File: src/rtl/ecw_pkg.sv
// Package: shared types for the embedded-clock word serializer.
// Assumes nothing beyond the 1800-2017 language.
package ecw_pkg;
    // Frame content selected for the next frame boundary.
    typedef enum logic {
        FRM_DATA  = 1'b0,
        FRM_TRAIN = 1'b1
    } frame_kind_e;
endpackage

File: src/rtl/ecw_sync_qual.sv
// Module: counts consecutive word strobes with the training request high.
// Saturates at QUAL_LEN and raises 'qualified' from then on. A strobe that
// samples the request low, or the clear input, restarts the count.
// Assumes stb is a one-cycle pulse.
module ecw_sync_qual #(
    parameter int QUAL_LEN = 4
) (
    input  logic clk,
    input  logic rst_n,
    input  logic clr,
    input  logic stb,
    input  logic req,
    output logic qualified
);
    localparam int CNT_W = $clog2(QUAL_LEN + 1);
    localparam logic [CNT_W-1:0] CNT_MAX = CNT_W'(QUAL_LEN);

    logic [CNT_W-1:0] run_cnt;

    // Track the run length of high requests seen on strobes.
    always_ff @(posedge clk) begin
        if (!rst_n || clr) begin
            run_cnt <= '0;
        end else if (stb) begin
            if (!req) begin
                run_cnt <= '0;
            end else if (run_cnt != CNT_MAX) begin
                run_cnt <= run_cnt + 1'b1;
            end
        end
    end

    // Qualified once the full run has been observed.
    always_comb begin
        qualified = (run_cnt == CNT_MAX);
    end
endmodule

File: src/rtl/ecw_frame_build.sv
// Module: assembles one serial frame from a payload word or the training
// pattern. Bit 0 is sent first. A data frame is {stop=0, word, start=1};
// a training frame is ones in its first half and zeros in its second half.
// Pure combinational logic.
module ecw_frame_build
    import ecw_pkg::*;
#(
    parameter int WORD_W = 10
) (
    input  frame_kind_e            kind,
    input  logic [WORD_W-1:0]      word,
    output logic [WORD_W+1:0]      frame
);
    localparam int FRAME_W = WORD_W + 2;
    localparam int HALF_W  = FRAME_W / 2;

    logic [FRAME_W-1:0] train_pat;
    logic [FRAME_W-1:0] data_pat;

    // Training pattern: first half ones, second half zeros.
    for (genvar i = 0; i < FRAME_W; i++) begin : g_train
        assign train_pat[i] = (i < HALF_W);
    end

    // Data pattern with framing clock bits around the payload.
    always_comb begin
        data_pat = {1'b0, word, 1'b1};
    end

    // Select the frame content.
    always_comb begin
        frame = (kind == FRM_TRAIN) ? train_pat : data_pat;
    end
endmodule

File: src/rtl/ecw_frame_shift.sv
// Module: parallel-load, shift-right register that presents one frame bit
// per clock, LSB first. Loads on 'load', fills with zeros while shifting.
// Assumes loads arrive no more often than once per FRAME_W clocks.
module ecw_frame_shift #(
    parameter int FRAME_W = 12
) (
    input  logic               clk,
    input  logic               rst_n,
    input  logic               clr,
    input  logic               load,
    input  logic [FRAME_W-1:0] frame_in,
    output logic               bit_out
);
    logic [FRAME_W-1:0] shreg;

    // Load a new frame or move the current one towards the line.
    always_ff @(posedge clk) begin
        if (!rst_n || clr) begin
            shreg <= '0;
        end else if (load) begin
            shreg <= frame_in;
        end else begin
            shreg <= {1'b0, shreg[FRAME_W-1:1]};
        end
    end

    // Current line bit.
    always_comb begin
        bit_out = shreg[0];
    end
endmodule

File: src/rtl/ecw_line_gate.sv
// Module: decides whether the line is driven and blanks the bit when not.
// Pure combinational logic.
module ecw_line_gate (
    input  logic bit_in,
    input  logic drv_en,
    input  logic master_up,
    input  logic chan_up,
    output logic ser_out,
    output logic ser_drive
);
    // Line drive decision and blanking.
    always_comb begin
        ser_drive = drv_en && master_up && chan_up;
        ser_out   = ser_drive && bit_in;
    end
endmodule

File: src/rtl/ecw_serializer.sv
// Module: one embedded-clock serializer channel.
// On each word strobe it captures the parallel word and loads the frame
// built from the word held since the previous strobe (or a training frame
// if the sync request is qualified), giving one word of latency. Either
// power-up input low clears the channel. drv_en only blanks the line.
// Assumes word_stb pulses once every WORD_W+2 clocks.
module ecw_serializer
    import ecw_pkg::*;
#(
    parameter int WORD_W   = 10,
    parameter int QUAL_LEN = 4
) (
    input  logic              clk,
    input  logic              rst_n,
    input  logic              word_stb,
    input  logic [WORD_W-1:0] data_in,
    input  logic              sync_req,
    input  logic              drv_en,
    input  logic              master_up,
    input  logic              chan_up,
    output logic              ser_out,
    output logic              ser_drive
);
    localparam int FRAME_W = WORD_W + 2;

    logic               pwr_clr;
    logic               sync_ok;
    logic [WORD_W-1:0]  held_word;
    frame_kind_e        next_kind;
    logic [FRAME_W-1:0] next_frame;
    logic               line_bit;

    // Channel is cleared while either power-up input is low.
    always_comb begin
        pwr_clr = !(master_up && chan_up);
    end

    // Capture the payload word on each strobe.
    always_ff @(posedge clk) begin
        if (!rst_n || pwr_clr) begin
            held_word <= '0;
        end else if (word_stb) begin
            held_word <= data_in;
        end
    end

    ecw_sync_qual #(
        .QUAL_LEN (QUAL_LEN)
    ) u_qual (
        .clk       (clk),
        .rst_n     (rst_n),
        .clr       (pwr_clr),
        .stb       (word_stb),
        .req       (sync_req),
        .qualified (sync_ok)
    );

    // Choose frame content from the qualification state before this strobe.
    always_comb begin
        next_kind = sync_ok ? FRM_TRAIN : FRM_DATA;
    end

    ecw_frame_build #(
        .WORD_W (WORD_W)
    ) u_build (
        .kind  (next_kind),
        .word  (held_word),
        .frame (next_frame)
    );

    ecw_frame_shift #(
        .FRAME_W (FRAME_W)
    ) u_shift (
        .clk      (clk),
        .rst_n    (rst_n),
        .clr      (pwr_clr),
        .load     (word_stb),
        .frame_in (next_frame),
        .bit_out  (line_bit)
    );

    ecw_line_gate u_gate (
        .bit_in    (line_bit),
        .drv_en    (drv_en),
        .master_up (master_up),
        .chan_up   (chan_up),
        .ser_out   (ser_out),
        .ser_drive (ser_drive)
    );
endmodule

File: config.mk
export PLATFORM = sky130hd
export DESIGN_NAME = ecw_serializer
export DESIGN_NICKNAME = d
export VERILOG_FILES = /design/src/rtl/ecw_pkg.sv /design/src/rtl/ecw_sync_qual.sv /design/src/rtl/ecw_frame_build.sv /design/src/rtl/ecw_frame_shift.sv /design/src/rtl/ecw_line_gate.sv /design/src/rtl/ecw_serializer.sv
export SDC_FILE = /design/constraint.sdc
export NUM_CORES = 1
export LEC_CHECK = 0
export CAP_MARGIN = 20
export CORE_MARGIN = 2
export CORE_UTILIZATION = 45
export DETAILED_ROUTE_END_ITERATION = 8
export MAX_ROUTING_LAYER = met4
export PLACE_DENSITY = 0.71
export SLEW_MARGIN = 20
export SYNTH_ARGS = -nofsm -noshare
export SYNTH_HDL_FRONTEND = slang
export SYNTH_SLANG_ARGS = --single-unit
File: constraint.sdc
create_clock -name clk -period 1.51 [get_ports clk]
set_input_delay 0.2265 -clock clk [delete_from_list [all_inputs] [get_ports clk]]
set_output_delay 0.2265 -clock clk [all_outputs]
set_load 0.01 [all_outputs]
==> flow_summary.json, run 1 <==
{
  "yosys_warnings": 0,
  "slew_violations": 0,
  "post_route_cells_drive_above_1_share_pct": 12.39,
  "core.rowCount": 16,
  "r2r_start": "u_qual.run_cnt[0]$_SDFFE_PP0P_",
  "result_of_the_run": "complete, no violations",
  "timing_hold_violations_final": 0,
  "initialDrtViolationCount": 7,
  "worst_r2r_path_depth": 4,
  "path_clk_slew_ns": 0.12,
  "flow.area_growth_from_synthesis_pct": 28.59,
  "critical-path-slowest-cell": "clkdlybuf4s50_1",
  "ff_latch_area_um2": 480.5,
  "die_width_um": 49.73,
  "filler_cell_count": 178,
  "synthesis.nets": 109,
  "crit_family": "buffers and inverters",
  "fin_worst_skew_ns": 0.003730,
  "cell_type_contributing_the_most_total_cell_area_after_synthesis": "dfxtp_1",
  "synth.area.top_cells": "dfxtp_1 (51%), mux2i_1 (11%), nor2_1 (6.4%)",
  "post_dp_cell_area_um2": 1164,
  "detail_route.first_pass.iterations": 3,
  "route.detailed.drc": 0,
  "via_density_per_instance": 5.043,
  "finalWeightedCongestion": 0.6635,
  "worst_slew_pin_slew_ns": 0.2339,
  "ios": 19,
  "core_area_um2": 1962,
  "post-route-min-period_ns": 1.365,
  "n_antenna_cell": 0,
  "worst-setup-path-type": "input pin to primary output",
  "hold_path_end": "u_shift.shreg[0]$_SDFF_PP0_",
  "die-area_um2": 2473,
  "post_synth.cell_area_avg_um2": 10.45,
  "worst_setup_path_start_kind": "input pin",
  "cpPeakStageDelay_ns": 0.47,
  "antenna_found_initial": 0,
  "holdPathStages": 2,
  "maximum_number_of_pins_on_one_net_before_global_route_repair": 15,
  "cts_made_buffers": 3,
  "globalRouteTotalUtil_pct": 15.59,
  "dp.cells": 136,
  "final.period_utilization_pct": 90.37,
  "timing.critical_path.fanout_max": 2,
  "yosys_register_bits": 24,
  "sequential_to_total_area_share_from_yosys_stat_pct": 51.06,
  "min-delay-start": "u_shift.shreg[1]$_SDFF_PP0_",
  "critical_path.n_buffers_inverters": 2,
  "grt_pass1_wl_mm": 2.870,
  "hold_class": "flop to flop",
  "cts_hold_buf": 0,
  "end_kind": "primary output",
  "finalSetupViolCount": 0,
  "numClockSinks": 24,
  "worst_ir_drop_vdd_mv": 0.7239,
  "setup.reg_to_reg.worst_slack_ns": 0.22,
  "detailedPlacementHpwl_mm": 1.180,
  "initial_utilization_pct": 47.96,
  "drv_cap": 0,
  "port_buffers": 18,
  "design_area_um2": 1210,
  "synthesis.instances": 90,
  "die_y_um": 49.73,
  "final-instance-count-excl-fill": 140,
  "power_density_nw_per_um2": 1003,
  "netlist_area_um2": 940.9,
  "crit_required_ns": 1.28,
  "netlist.area_leader.share_pct": 51.06,
  "finish.net_count": 133,
  "worst_slew_margin_rel_pct": 84.41,
  "crit_path_cell_trace": "clkdlybuf4s50_1 > and3_1 > dlygate4sd2_1",
  "report.power.total_mw": 1.214,
  "finalWirelength_mm": 1.587,
  "clk_latency_ns": 0.31,
  "finalSetupTns_ns": 0,
  "netlist-cell-type-count": 21,
  "finish.utilization_pct": 61.67,
  "worst_r2r_endpoint": "u_shift.shreg[2]$_SDFF_PP0_",
  "ant_nets": 0,
  "static-leakage-power_nw": 0.5014,
  "multiInputGateArea_um2": 416.7,
  "clk_root_buffer_cell": "clkbuf_4",
  "first_global_vias": 679,
  "cp.arrival_ns": 1.14,
  "clock_tree_from_tritoncts": "yes",
  "cts_htree_levels": 1,
  "routed-via-count": 706,
  "drt-wirelength-per-cell_um": 11.34,
  "fmax_mhz": 732.8,
  "rsz0062_at_grt": "no",
  "sum_of_overflow_across_all_layers_after_global_routing": 0,
  "cts.path.max_buffers": 2,
  "cts_setup_buffers": 0
}
-- worst reg2reg max path, stage by stage (launching register included) --
cell and delay [ns]:
dfxtp_1 0.38, inv_1 0.07, ha_1 0.25, a21bo_4 0.26, o221a_1 0.23
-- routing by layer --
metal	up-vias	GRT usage, %	wire length, um
li1	358	-	-
met1	329	18.70	766
met2	17	23.78	690
met3	2	6.061	107
met4	0	5.556	23
met5	-	-	0
-- synthesized netlist by cell type, drive strengths merged --
master	n
nand3	5
a21bo	1
ha	2
nor2	16
dfxtp	24
inv	2
nor2b	4
and3	3
nand2	1
nand2b	1
a21boi	1
buf	5
and2	1
a21oi	7
nand3b	1
a211oi	1
o221a	5
mux2i	10
-- per-stage QoR --
| stage | hold slack [ns] | worst slack (ns) |
|---|---|---|
| after floorplan | 0.3728 | 0.3120 |
| after global placement | 0.4182 | -0.2116 |
| after detailed placement | 0.4227 | -0.2541 |
| after CTS | 0.4520 | 0.01947 |
| after global routing | 0.4722 | 0.09600 |
| final | 0.4487 | 0.1454 |
-- cells in the final DEF, fill, tap and decap left out --
master and instances:
a211oi_1 1, a21bo_4 1, a21boi_4 1, a21oi_1 7, and2_1 1, and3_1 3
buf_4 6, bufinv_16 1, clkbuf_2 1, clkbuf_4 3, clkdlybuf4s50_1 16, dfxtp_1 24
dlygate4sd2_1 1, ha_1 2, inv_1 2, mux2i_1 10, nand2_1 1, nand2b_1 1
nand3_1 4, nand3_2 1, nand3b_1 1, nor2_1 16, nor2b_1 4, o221a_1 5
-- flip-flops by register name (all words and copies together) (netlist names) --
name	cells
held_word	10
u_qual.run_cnt	3
u_shift.shreg	11
-- report_power, final --
group          switching (mW)  total (mW)  internal, mW
Sequential            0.00379       0.646         0.642
Combinational          0.0442       0.115        0.0705
Clock                   0.185       0.453         0.268
-- worst max path at each step --
stage | startpoint | to | slack (ns) | cells after the start
after global placement | master_up | ser_out | -0.21 | 4
after floorplan | u_qual.run_cnt[0]$_SDFFE_PP0P_ | u_shift.shreg[1]$_SDFF_PP0_ | 0.31 | 4
after CTS | master_up | ser_out | 0.02 | 4
final | master_up | ser_drive | 0.15 | 3
after global routing | chan_up | ser_out | 0.1 | 4
after detailed placement | master_up | ser_out | -0.25 | 4
-- cells by family after synthesis --
family                   share of synthesized area [%]
AND/OR/NAND/NOR                                  16.76
flip-flops                                       51.06
AO/OA/AOI/OAI                                    14.23
multiplexers                                     10.64
buffers and inverters                            4.654
adder cells (fa/ha/maj)                          2.659
-- cell type report --
type / count / area share (%)
Clock inverter: 1 / 2.482
Sequential cell: 24 / 39.71
Inverter: 2 / 0.6205
Clock buffer: 3 / 1.861
Timing Repair Buffer: 24 / 18.10
Tap cell: 27 / 2.792
Multi-Input combinational cell: 59 / 34.44
-- repair_timing --
item                                   CTS  global route
setup endpoints to repair                2             1
pin swaps                                0             0
resized for setup                        2             2
endpoints found under the hold margin    0             0
Note: power is estimated with default switching activity, not from simulation.
==> inputs of run 2 (changes only) <==
--- a/config.mk
+++ b/config.mk
@@ -11,6 +11,7 @@
 export DETAILED_ROUTE_END_ITERATION = 8
 export MAX_ROUTING_LAYER = met4
 export PLACE_DENSITY = 0.71
+export SKIP_CTS_REPAIR_TIMING = 1
 export SLEW_MARGIN = 20
 export SYNTH_ARGS = -nofsm -noshare
 export SYNTH_HDL_FRONTEND = slang
==> run 2 against run 1 <==
Design area grew 0.93%. Sequential power about the same. Combinational power barely moved. Sequential cell count stayed put. Die area unchanged.
==> flow_summary.json, run 2 (synthesis gave the netlist of run 1 again) <==
{
  "result_of_the_run": "complete, no violations",
  "layout.cells.most_common_list": "dfxtp_1 (24), nor2_1 (16), clkdlybuf4s50_1 (16), mux2i_1 (10), a21oi_1 (7)",
  "rsz0062_at_grt": "no",
  "worst_r2r_path_depth": 4,
  "ios": 19,
  "worst_slew_margin_rel_pct": 84.41,
  "drt-wirelength-per-cell_um": 11.37,
  "cp.arrival_ns": 1.15,
  "flow.area_growth_from_synthesis_pct": 29.79,
  "sum_of_overflow_across_all_layers_after_global_routing": 0,
  "route.detailed.drc": 0,
  "first_global_vias": 679,
  "mostFrequentLayoutCell": "dfxtp_1",
  "multiInputGateArea_um2": 416.7,
  "cts.path.max_buffers": 2,
  "slew_violations": 0,
  "setup.reg_to_reg.worst_slack_ns": 0.22,
  "dp.cells": 136,
  "routed-via-count": 706,
  "finalWirelength_mm": 1.592,
  "n_antenna_cell": 0,
  "combinationalPowerShare_pct": 9.5,
  "via_density_per_instance": 5.043,
  "clockPowerShare_pct": 37.3,
  "clk_root_buffer_cell": "clkbuf_4",
  "post_route_cells_drive_above_1_share_pct": 11.50,
  "finalSetupTns_ns": 0,
  "grt_pass1_wl_mm": 2.870,
  "core_area_um2": 1962,
  "timing.critical_path.fanout_max": 2,
  "port_buffers": 18,
  "internal_power_mw": 0.9813,
  "worst_r2r_endpoint": "u_shift.shreg[2]$_SDFF_PP0_",
  "worst-setup-path-type": "input pin to primary output",
  "largest-register": "u_shift.shreg",
  "globalRouteTotalUtil_pct": 15.59,
  "cts_made_buffers": 3,
  "min-delay-start": "u_shift.shreg[1]$_SDFF_PP0_",
  "ff_latch_area_um2": 480.5,
  "static-leakage-power_nw": 0.5311,
  "finalSetupViolCount": 0,
  "cts_htree_levels": 1,
  "reg.largest.list": "u_shift.shreg (11), held_word (10), u_qual.run_cnt (3)",
  "die_width_um": 49.73,
  "r2r_start": "u_qual.run_cnt[0]$_SDFFE_PP0P_",
  "initialDrtViolationCount": 7,
  "core.rowCount": 16,
  "path_clk_slew_ns": 0.12,
  "worst_slew_pin_slew_ns": 0.2339,
  "finalWeightedCongestion": 0.6635,
  "final.period_utilization_pct": 91.14,
  "drv_cap": 0,
  "place_ws_ns": -0.2541,
  "crit_required_ns": 1.28,
  "filler_cell_count": 175,
  "ant_nets": 0,
  "power_density_nw_per_um2": 994.5,
  "worst_setup_path_start_kind": "input pin",
  "finalHoldWorstSlack_ns": 0.4487,
  "finish.net_count": 133,
  "detailedPlacementHpwl_mm": 1.180,
  "initial_utilization_pct": 47.96,
  "die-area_um2": 2473,
  "p_seq_share_pct": 53.2,
  "hold_path_end": "u_shift.shreg[0]$_SDFF_PP0_",
  "die_y_um": 49.73,
  "post-route-min-period_ns": 1.376,
  "clock_tree_from_tritoncts": "yes",
  "largest_reg_flops": 11,
  "switching_share_pct": 19.20,
  "hold_class": "flop to flop",
  "fin_worst_skew_ns": 0.003730,
  "clk_latency_ns": 0.31,
  "holdPathStages": 2,
  "timing_hold_violations_final": 0,
  "final-instance-count-excl-fill": 140,
  "maximum_number_of_pins_on_one_net_before_global_route_repair": 15,
  "end_kind": "primary output",
  "fin_ws_ns": 0.1338,
  "antenna_found_initial": 0,
  "worst_ir_drop_vdd_mv": 0.7239,
  "numClockSinks": 24,
  "fmax_mhz": 726.7,
  "p_sw_mw": 0.2331,
  "detail_route.first_pass.iterations": 3
}
-- run 2: cell count changes in the layout (fill, tap and decap cells not counted), sizes merged --
cell and change:
dlymetal6s2s +2, clkbuf -1, dlygate4sd2 -1
-- run 2: worst max path at each step --
stage | start | to | slack, ns | cells past startpoint
finish | master_up | ser_out | 0.13 | 4
global route | chan_up | ser_out | 0.07 | 4
CTS | master_up | ser_out | -0.26 | 4
detailed placement | master_up | ser_out | -0.25 | 4
global placement | master_up | ser_out | -0.21 | 4
floorplan | u_qual.run_cnt[0]$_SDFFE_PP0P_ | u_shift.shreg[1]$_SDFF_PP0_ | 0.31 | 4
-- run 2: power by group through the flow --
stage / Combinational [mW] / Sequential, mW / Clock (mW)
floorplan: 0.0586 / 0.659 / 0
global placement: 0.115 / 0.659 / 0
detailed placement: 0.117 / 0.660 / 0
CTS: 0.117 / 0.646 / 0.462
global route: 0.127 / 0.647 / 0.497
finish: 0.115 / 0.646 / 0.453
-- run 2: area by class of cell --
class / count / area share [%]
Sequential cell: 24 / 39.34
Timing Repair Buffer: 24 / 18.85
Clock buffer: 3 / 1.844
Tap cell: 27 / 2.766
Inverter: 2 / 0.6148
Multi-Input combinational cell: 59 / 34.12
Clock inverter: 1 / 2.459
-- run 2: routing by layer --
metal	track usage, %	part of all wire (%)	vias up
met2	23.78	43	17
met3	6.061	6.7	2
met5	-	0	-
met1	18.70	48	329
met4	5.556	1.4	0
li1	-	-	358
-- run 2: stage by stage --
step | area (um^2) | power (mW) | utilization [%]
after floorplan | 940.9 | 0.7173 | -
after global placement | 1164 | 0.7747 | 59.31
after detailed placement | 1164 | 0.7768 | 59.31
after CTS | 1216 | 1.226 | 61.99
after global routing | 1221 | 1.271 | 62.24
final | 1221 | 1.214 | 62.24
-- run 2: worst max-delay path, stage by stage --
cell and delay [ns]:
clkdlybuf4s50_1 0.47, and3_1 0.17, and2_1 0.13, dlymetal6s2s_1 0.16
